`src/rtl/gpio_irq_pkg.sv`:
```
package gpio_irq_pkg;
    localparam int unsigned REG_W = 32;
    localparam int unsigned OFF_W = 8;

    localparam logic [OFF_W-1:0] OFF_ENABLE = 8'h20;
    localparam logic [OFF_W-1:0] OFF_RAW    = 8'h24;
    localparam logic [OFF_W-1:0] OFF_MASKED = 8'h28;
    localparam logic [OFF_W-1:0] OFF_MASK   = 8'h2C;
    localparam logic [OFF_W-1:0] OFF_ACK    = 8'h30;
    localparam logic [OFF_W-1:0] OFF_KIND   = 8'h34;
    localparam logic [OFF_W-1:0] OFF_ANY    = 8'h38;
    localparam logic [OFF_W-1:0] OFF_POL    = 8'h3C;
endpackage

```
`src/rtl/gpio_irq_sync.sv`:
```
module gpio_irq_sync #(
    parameter int unsigned N = 32
) (
    input  logic         clk,
    input  logic         rst_n,
    input  logic [N-1:0] pins_async,
    output logic [N-1:0] cur_o,
    output logic [N-1:0] prev_o
);
    typedef struct packed {
        logic [N-1:0] meta;
        logic [N-1:0] cur;
        logic [N-1:0] prev;
    } sync_t;

    sync_t st_d, st_q;

    always_comb begin
        st_d      = st_q;
        st_d.meta = pins_async;
        st_d.cur  = st_q.meta;
        st_d.prev = st_q.cur;
    end

    always_ff @(posedge clk or negedge rst_n) begin
        if (!rst_n) begin
            st_q <= '0;
        end else begin
            st_q <= st_d;
        end
    end

    assign cur_o  = st_q.cur;
    assign prev_o = st_q.prev;
endmodule

```
`src/rtl/gpio_irq_sense.sv`:
```
module gpio_irq_sense #(
    parameter int unsigned N = 32
) (
    input  logic [N-1:0] cur,
    input  logic [N-1:0] prev,
    input  logic [N-1:0] en,
    input  logic [N-1:0] kind,
    input  logic [N-1:0] any_edge,
    input  logic [N-1:0] pol,
    output logic [N-1:0] edge_hit,
    output logic [N-1:0] lvl_act
);
    for (genvar i = 0; i < N; i++) begin : g_line
        logic went_up;
        logic went_down;
        logic hit;

        assign went_up   = cur[i] & ~prev[i];
        assign went_down = ~cur[i] & prev[i];
        assign hit       = any_edge[i] ? (went_up | went_down)
                                       : (pol[i] ? went_down : went_up);
        assign edge_hit[i] = en[i] & ~kind[i] & hit;
        assign lvl_act[i]  = en[i] & kind[i] & (cur[i] ^ pol[i]);
    end
endmodule

```
`src/rtl/gpio_irq_regs.sv`:
```
module gpio_irq_regs
    import gpio_irq_pkg::*;
#(
    parameter int unsigned N = 32
) (
    input  logic             clk,
    input  logic             rst_n,
    input  logic             reg_wr,
    input  logic [OFF_W-1:0] reg_addr,
    input  logic [REG_W-1:0] reg_wdata,
    output logic [REG_W-1:0] reg_rdata,
    input  logic [N-1:0]     edge_hit,
    input  logic [N-1:0]     lvl_act,
    output logic [N-1:0]     en_o,
    output logic [N-1:0]     mask_o,
    output logic [N-1:0]     kind_o,
    output logic [N-1:0]     any_o,
    output logic [N-1:0]     pol_o,
    output logic [N-1:0]     raw_o,
    output logic [N-1:0]     masked_o
);
    typedef struct packed {
        logic [N-1:0] en;
        logic [N-1:0] mask;
        logic [N-1:0] kind;
        logic [N-1:0] any_edge;
        logic [N-1:0] pol;
        logic [N-1:0] raw;
    } regs_t;

    regs_t        st_d, st_q;
    logic [N-1:0] ack;
    logic [N-1:0] wbits;

    assign wbits = reg_wdata[N-1:0];

    always_comb begin
        st_d = st_q;
        ack  = '0;
        if (reg_wr) begin
            case (reg_addr)
                OFF_ENABLE: st_d.en       = wbits;
                OFF_MASK:   st_d.mask     = wbits;
                OFF_KIND:   st_d.kind     = wbits;
                OFF_ANY:    st_d.any_edge = wbits;
                OFF_POL:    st_d.pol      = wbits;
                OFF_ACK:    ack           = wbits;
                default:    ;
            endcase
        end
        for (int i = 0; i < N; i++) begin
            if (st_q.kind[i]) begin
                st_d.raw[i] = lvl_act[i];
            end else begin
                st_d.raw[i] = (st_q.raw[i] & ~ack[i]) | edge_hit[i];
            end
        end
    end

    always_ff @(posedge clk or negedge rst_n) begin
        if (!rst_n) begin
            st_q <= '0;
        end else begin
            st_q <= st_d;
        end
    end

    assign masked_o = st_q.raw & ~st_q.mask;

    always_comb begin
        reg_rdata = '0;
        case (reg_addr)
            OFF_ENABLE: reg_rdata = REG_W'(st_q.en);
            OFF_RAW:    reg_rdata = REG_W'(st_q.raw);
            OFF_MASKED: reg_rdata = REG_W'(masked_o);
            OFF_MASK:   reg_rdata = REG_W'(st_q.mask);
            OFF_KIND:   reg_rdata = REG_W'(st_q.kind);
            OFF_ANY:    reg_rdata = REG_W'(st_q.any_edge);
            OFF_POL:    reg_rdata = REG_W'(st_q.pol);
            default:    reg_rdata = '0;
        endcase
    end

    assign en_o   = st_q.en;
    assign mask_o = st_q.mask;
    assign kind_o = st_q.kind;
    assign any_o  = st_q.any_edge;
    assign pol_o  = st_q.pol;
    assign raw_o  = st_q.raw;
endmodule

```
`src/rtl/gpio_irq_unit.sv`:
```
module gpio_irq_unit
    import gpio_irq_pkg::*;
#(
    parameter int unsigned N = 32
) (
    input  logic             clk,
    input  logic             rst_n,
    input  logic             reg_wr,
    input  logic [OFF_W-1:0] reg_addr,
    input  logic [REG_W-1:0] reg_wdata,
    output logic [REG_W-1:0] reg_rdata,
    input  logic [N-1:0]     pins_in,
    output logic             irq_out
);
    logic [N-1:0] cur_w, prev_w;
    logic [N-1:0] edge_w, lvl_w;
    logic [N-1:0] en_w, mask_w, kind_w, any_w, pol_w;
    logic [N-1:0] raw_w, masked_w;

    gpio_irq_sync #(.N(N)) u_sync (
        .clk        (clk),
        .rst_n      (rst_n),
        .pins_async (pins_in),
        .cur_o      (cur_w),
        .prev_o     (prev_w)
    );

    gpio_irq_sense #(.N(N)) u_sense (
        .cur      (cur_w),
        .prev     (prev_w),
        .en       (en_w),
        .kind     (kind_w),
        .any_edge (any_w),
        .pol      (pol_w),
        .edge_hit (edge_w),
        .lvl_act  (lvl_w)
    );

    gpio_irq_regs #(.N(N)) u_regs (
        .clk       (clk),
        .rst_n     (rst_n),
        .reg_wr    (reg_wr),
        .reg_addr  (reg_addr),
        .reg_wdata (reg_wdata),
        .reg_rdata (reg_rdata),
        .edge_hit  (edge_w),
        .lvl_act   (lvl_w),
        .en_o      (en_w),
        .mask_o    (mask_w),
        .kind_o    (kind_w),
        .any_o     (any_w),
        .pol_o     (pol_w),
        .raw_o     (raw_w),
        .masked_o  (masked_w)
    );

    assign irq_out = |masked_w;
endmodule

```
`config.mk`:
```
export PLATFORM = sky130hd
export DESIGN_NAME = gpio_irq_unit
export DESIGN_NICKNAME = d
export VERILOG_FILES = /design/src/rtl/gpio_irq_pkg.sv /design/src/rtl/gpio_irq_sync.sv /design/src/rtl/gpio_irq_sense.sv /design/src/rtl/gpio_irq_regs.sv /design/src/rtl/gpio_irq_unit.sv
export SDC_FILE = /design/constraint.sdc
export NUM_CORES = 1
export LEC_CHECK = 0
export BUFFER_PORTS_ARGS = -buffer_cell sky130_fd_sc_hd__buf_4
export CAP_MARGIN = 15
export CORE_MARGIN = 5
export CORE_UTILIZATION = 65
export DETAILED_ROUTE_END_ITERATION = 10
export PLACE_DENSITY = 0.95
export SYNTH_ARGS = -nofsm -noshare
export SYNTH_HDL_FRONTEND = slang
export SYNTH_HIERARCHICAL = 1
export SYNTH_SLANG_ARGS = --single-unit
```
`constraint.sdc`:
```
create_clock -name clk -period 3.3 [get_ports clk]
set_clock_uncertainty 0.2 [all_clocks]
set_input_delay 0.33 -clock clk [delete_from_list [all_inputs] [get_ports clk]]
set_output_delay 0.33 -clock clk [all_outputs]
set_load 0.005 [all_outputs]
```
# Word level (Yosys, flattened, before mapping)
# Index checks and enable logic that the tools add are counted.
[totals]
out_inout_bits = 33
reg_bits = 288
in_bits = 75
[classes]
muxes = 99
n_eq_ne = 8
n_bitwise = 450
n_reduce_logical = 6
[op_table]
columns = ["operator", "count"]
rows = [
  ["$and A1 B1 Y1", 224],
  ["$pmux W32 S7", 1],
  ["$not A1 Y1", 128],
  ["$mux W1", 96],
  ["$eq A8 B6 Y1 const B", 8],
  ["$mux W32", 2],
  ["$or A1 B1 Y1", 64],
  ["$and A32 B32 Y32", 1],
  ["$not A32 Y32", 1],
  ["$reduce_or A32 Y1", 1],
  ["$xor A1 B1 Y1", 32],
  ["$reduce_and A2 Y1", 5],
]

# Logic depth before layout (Yosys ltp)
[logic_depth]
word_depth = 7
ltp_mapped = 7

# By module
# Netlist, hierarchy kept.
[modules_own_cells]
columns = ["mod", "area_each_um2", "n_inst", "seq_area_each_um2", "cells_per_inst"]
rows = [
  ["gpio_irq_regs", 9706.8, 1, 4804.6, 719],
  ["gpio_irq_sync", 2642.5, 1, 2402.3, 128],
  ["gpio_irq_sense", 2482.4, 1, 0.0, 320],
  ["gpio_irq_unit", 75.1, 1, 0.0, 11],
]

# Worst setup path before layout
# Ideal clock, no wire load.
[synth_path]
path_type = "input port to output port"
from = "in reg_addr[3]"
to = "out reg_rdata[0]"
arrival_time_ns = 1.491
cell_stages = 4
path_slack_ns = 1.279
cell_sequence = "buf_2 > buf_2 > mux4_2 > o2bb2ai_1"
[synth_between]
elab_chain_cells = 2
word_cells_on_any_way = 8
classes_between = "7 x eq/ne; 1 x mux"
[synth_rtl]
columns = ["item", "line", "source"]
rows = [
  ["from (decl)", "gpio_irq_unit.sv:9", "input logic [OFF_W-1:0] reg_addr,"],
  ["$eq A8 B6 Y1", "gpio_irq_regs.sv:72", "case (reg_addr)"],
  ["$pmux W32 S7 *", "gpio_irq_regs.sv:72", ""],
  ["to (decl)", "gpio_irq_unit.sv:11", "output logic [REG_W-1:0] reg_rdata,"],
]
# Every way passes the cells marked *; elsewhere a longest branch is shown, timed or not.

# Worst setup path in the final report
[layout_path]
from = "reg u_regs.st_q, in the netlist u_regs/raw_o[27]"
to = "out irq_out"
[layout_between]
elab_chain_cells = 2
[layout_rtl]
columns = ["item", "line", "source"]
rows = [
  ["from (decl)", "gpio_irq_regs.sv:31", "regs_t st_d, st_q;"],
  ["from (signal assigned)", "gpio_irq_regs.sv:64", "st_q <= st_d;"],
  ["$and A32 B32 Y32", "gpio_irq_regs.sv:68", "assign masked_o = st_q.raw & ~st_q.mask;"],
  ["via masked_w[27]", "gpio_irq_unit.sv:18", "logic [N-1:0] raw_w, masked_w;"],
  ["$reduce_or A32 Y1", "gpio_irq_unit.sv:57", "assign irq_out = |masked_w;"],
  ["to (decl)", "gpio_irq_unit.sv:13", "output logic irq_out"],
]
# The timed path passes the listed nets, and every way through them passes these cells.

==> run_results.csv <==
group,metric,value,unit
placement,dp_hpwl,22600,um
final_layout,finish.utilization,0.778,
placement,io_buffers,107,
grt,grt_max_degree,109,
timing,setup_violations,0,
routing,wirelength,37700,um
setup_path,cp_max_fo,3,
grt,grt.total_usage,0.291,
status,status,"complete, no violations",
setup_path,required,2.77,ns
clocking,cts.sinks,288,
timing,slew_headroom,0.426,
timing,rsz0062_at_grt,"no",
power,irDropWorstVdd,0.000429,V
synth,muxShareOfSynthArea,0.214,
setup_path,setup.worst_path.class,"reg -> out",
timing,fmax,350,MHz
synth,syn_nets,1317,
routing,drc_errors,0,
timing,min_period,2.86,ns
floorplanning,die_area,26100,sq um
clocking,path_clk_slew,0.07,ns
clocking,cts_max_path_buffers,3,
setup_path,reg2reg_from,"u_sync/cur_o[1]$_DFF_PN0_",
routing,drt-initial-drc-count,891,
floorplanning,core,22600,sq um
routing,first_pass_iters,5,
setup_path,critPathLaunch,"u_regs/raw_o[27]$_DFF_PN0_",
final_layout,area_growth_syn_to_layout,18.1,%
synth,yosys_warnings,6,
setup_path,critPathArrivalTime,2.33,ns
setup_path,critPathMaxStageDelay,0.52,ns
synth,synth_area_leaders,"dfrtp_1 (48%), mux2_2 (15%), ha_1 (5.4%)",
timing,period_share,0.867,
placement,dp_slack,0.714,ns
timing,slew_violations,0,
synth,synth_top_cell_by_area,"dfrtp_1",
power,total_power,8790,uW
job,max_cap_violations,0,
power,leakagePower,0.00865,uW
synth,yosysTopAreaCellShare,0.483,
setup_path,crit_path_end,"irq_out",
clocking,cts_buffers,29,
synth,synth_compound_area_frac,0.0829,
routing,wire_per_inst,23.1,um
floorplanning,chipHeight,161,um
setup_path,r2r_cells,6,
min_path,hold_class,"reg -> reg",
synth,synth_top_family_by_area,"multiplexers",
synth,synth-xor-area-share,0.0188,
power,power.density,499,nW/um^2
synth,synth_cell_types,36,
floorplanning,ios,108,
synth,ys.flop_type,"dfrtp_1",
timing,setup_ws,0.440,ns
placement,gp_congestion,0.845,
min_path,hp-start,"u_sync/st_d[53]$_DFF_PN0_",
grt,grt_pass1_wl,60900,um
final_layout,drive_above_1_share,0.306,
grt,antenna_found_initial,1,
grt,grt_pass1_vias,11398,
setup_path,critPathTopFamily,"simple AND/OR/NAND/NOR gates",
grt,gr-total-overflow,0,
routing,via_count,10453,
final_layout,nets,1462,
synth,syn_area,14900,sq um
synth,syn_area_per_cell,12.7,sq um
synth,syn_inst,1178,
synth,synthTopCellsByCount,"dfrtp_1 (288), mux2_2 (193), nor2b_1 (98), inv_1 (96), ha_1 (64)",
setup_path,crit_buf_inv,1,
setup_path,cp_slowest_cell,"nor4_1",
setup_path,crit_cells,5,
routing,final_antenna_net_count,0,
floorplanning,rows,55,
synth,synth_fa_ha_area_frac,0.0537,
setup_path,regToRegEndpoint,"u_regs/raw_o[1]$_DFF_PN0_",
synth,synth-seq-cells,288,
timing,fin_setup_tns,0,ns
synth,synth_edf_count,0,
setup_path,crit_path_start_kind,"flop",
synth,synth.most_common_cell,"dfrtp_1",
setup_path,critical_path.endpoint_type,"output pin",
synth,synth-simple-area-share,0.0913,
timing,fin_hold_ws,0.150,ns
routing,via_per_inst,6.41,
floorplanning,start_util,0.658,
timing,tightest_slew,0.861,ns
synth,yosysSeqAreaShare,0.483,
floorplanning,die_x,161,um
clocking,cts_tree,"yes",
clocking,clockRootBuffer,"clkbuf_16",
synth,ys_async_sr_fraction,1.00,
timing,hold_violations,0,
clocking,h-tree-depth,1,
setup_path,r2r_slack,1.30,ns
setup_path,worstPathCellList,"nor2b_1 -> nor4_1 -> nand4_1 -> or2_1 -> buf_4",
clocking,clk-insertion-delay-late,0.55,ns
[per-layer routing]
metal	share of wire	global-route usage
met4	0.042	0.117
met3	0.074	0.0541
met5	0	0
met2	0.50	0.496
met1	0.38	0.369
[report_power, final]
group          switching, uW  internal, uW
registers                245          3790
clock network           1400          2190
logic                    546           620
[cells in the final DEF (no fill, tap or decap), types with 35 or more instances in the layout]
cell type,Yosys,layout
dfrtp_1,288,288
mux2_2,193,193
buf_4,32,124
nor2b_1,98,97
inv_1,96,96
dlygate4sd3_1,0,65
ha_1,64,64
nand4_1,38,38
nand2_1,35,35
[worst min path at each step]
stage | endpoint | slack, ns | cells after the start
5_1_grt | u_sync/cur_o[11]$_DFF_PN0_ | 0.16 | 0
6_report | u_sync/cur_o[21]$_DFF_PN0_ | 0.15 | 0
3_3_place_gp | u_sync/cur_o[12]$_DFF_PN0_ | 0.13 | 0
4_1_cts | u_sync/cur_o[11]$_DFF_PN0_ | 0.15 | 0
3_5_place_dp | u_sync/cur_o[12]$_DFF_PN0_ | 0.14 | 0
2_1_floorplan | u_regs/any_o[0]$_DFFE_PN0P_ | -0.17 | 0
[stage by stage]
stage | instance area, sq um | cells
6_report | 17600 | 1632
5_1_grt | 17600 | 1632
4_1_cts | 17600 | 1631
3_5_place_dp | 15900 | 1512
3_3_place_gp | 15900 | 1512
2_1_floorplan | 14900 | 1178
[sequential cells by signal (all words and copies together) (netlist names)]
register	flops
u_regs/kind_o	32
u_regs/en_o	32
u_sync/st_d	32
u_regs/pol_o	32
u_sync/prev_o	32
u_sync/cur_o	32
u_regs/any_o	32
u_regs/raw_o	32
u_regs/mask_o	32
[logic make-up (layout without fill, tap and decap cells)]
group / after synthesis / count (layout)
other: 0 / 1
AND/OR/NAND/NOR: 227 / 227
adder cells (fa/ha/maj): 64 / 64
XOR/XNOR: 32 / 32
buffers and inverters: 179 / 347
flip-flops: 288 / 288
AO/OA/AOI/OAI: 133 / 133
multiplexers: 255 / 255
[worst reg2reg max path, delay by kind of cell (launching register included)]
family | cells | cell delay [ns]
fa+ha+maj | 1 | 0.20
compound gates | 2 | 0.52
flops | 1 | 0.44
mux | 1 | 0.31
buf+inv | 1 | 0.07
simple gates | 1 | 0.15
[layout make-up]
cell class	instances	area (sq um)
clock inverter	12	195
antenna	1	2.50
timing repair buffer	197	1740
tap	285	357
sequential	288	7210
clock buffer	42	855
fill	1243	5040
inverter	96	360
multi-input combinational	711	6890
[what timing repair did]
item | in CTS | in global routing
buffers inserted | 0 | 0
resized for setup | 0 | 0
hold buffers | 65 | 0
endpoints found under the hold margin | 325 | 0
(Power assumes the default switching activity.)
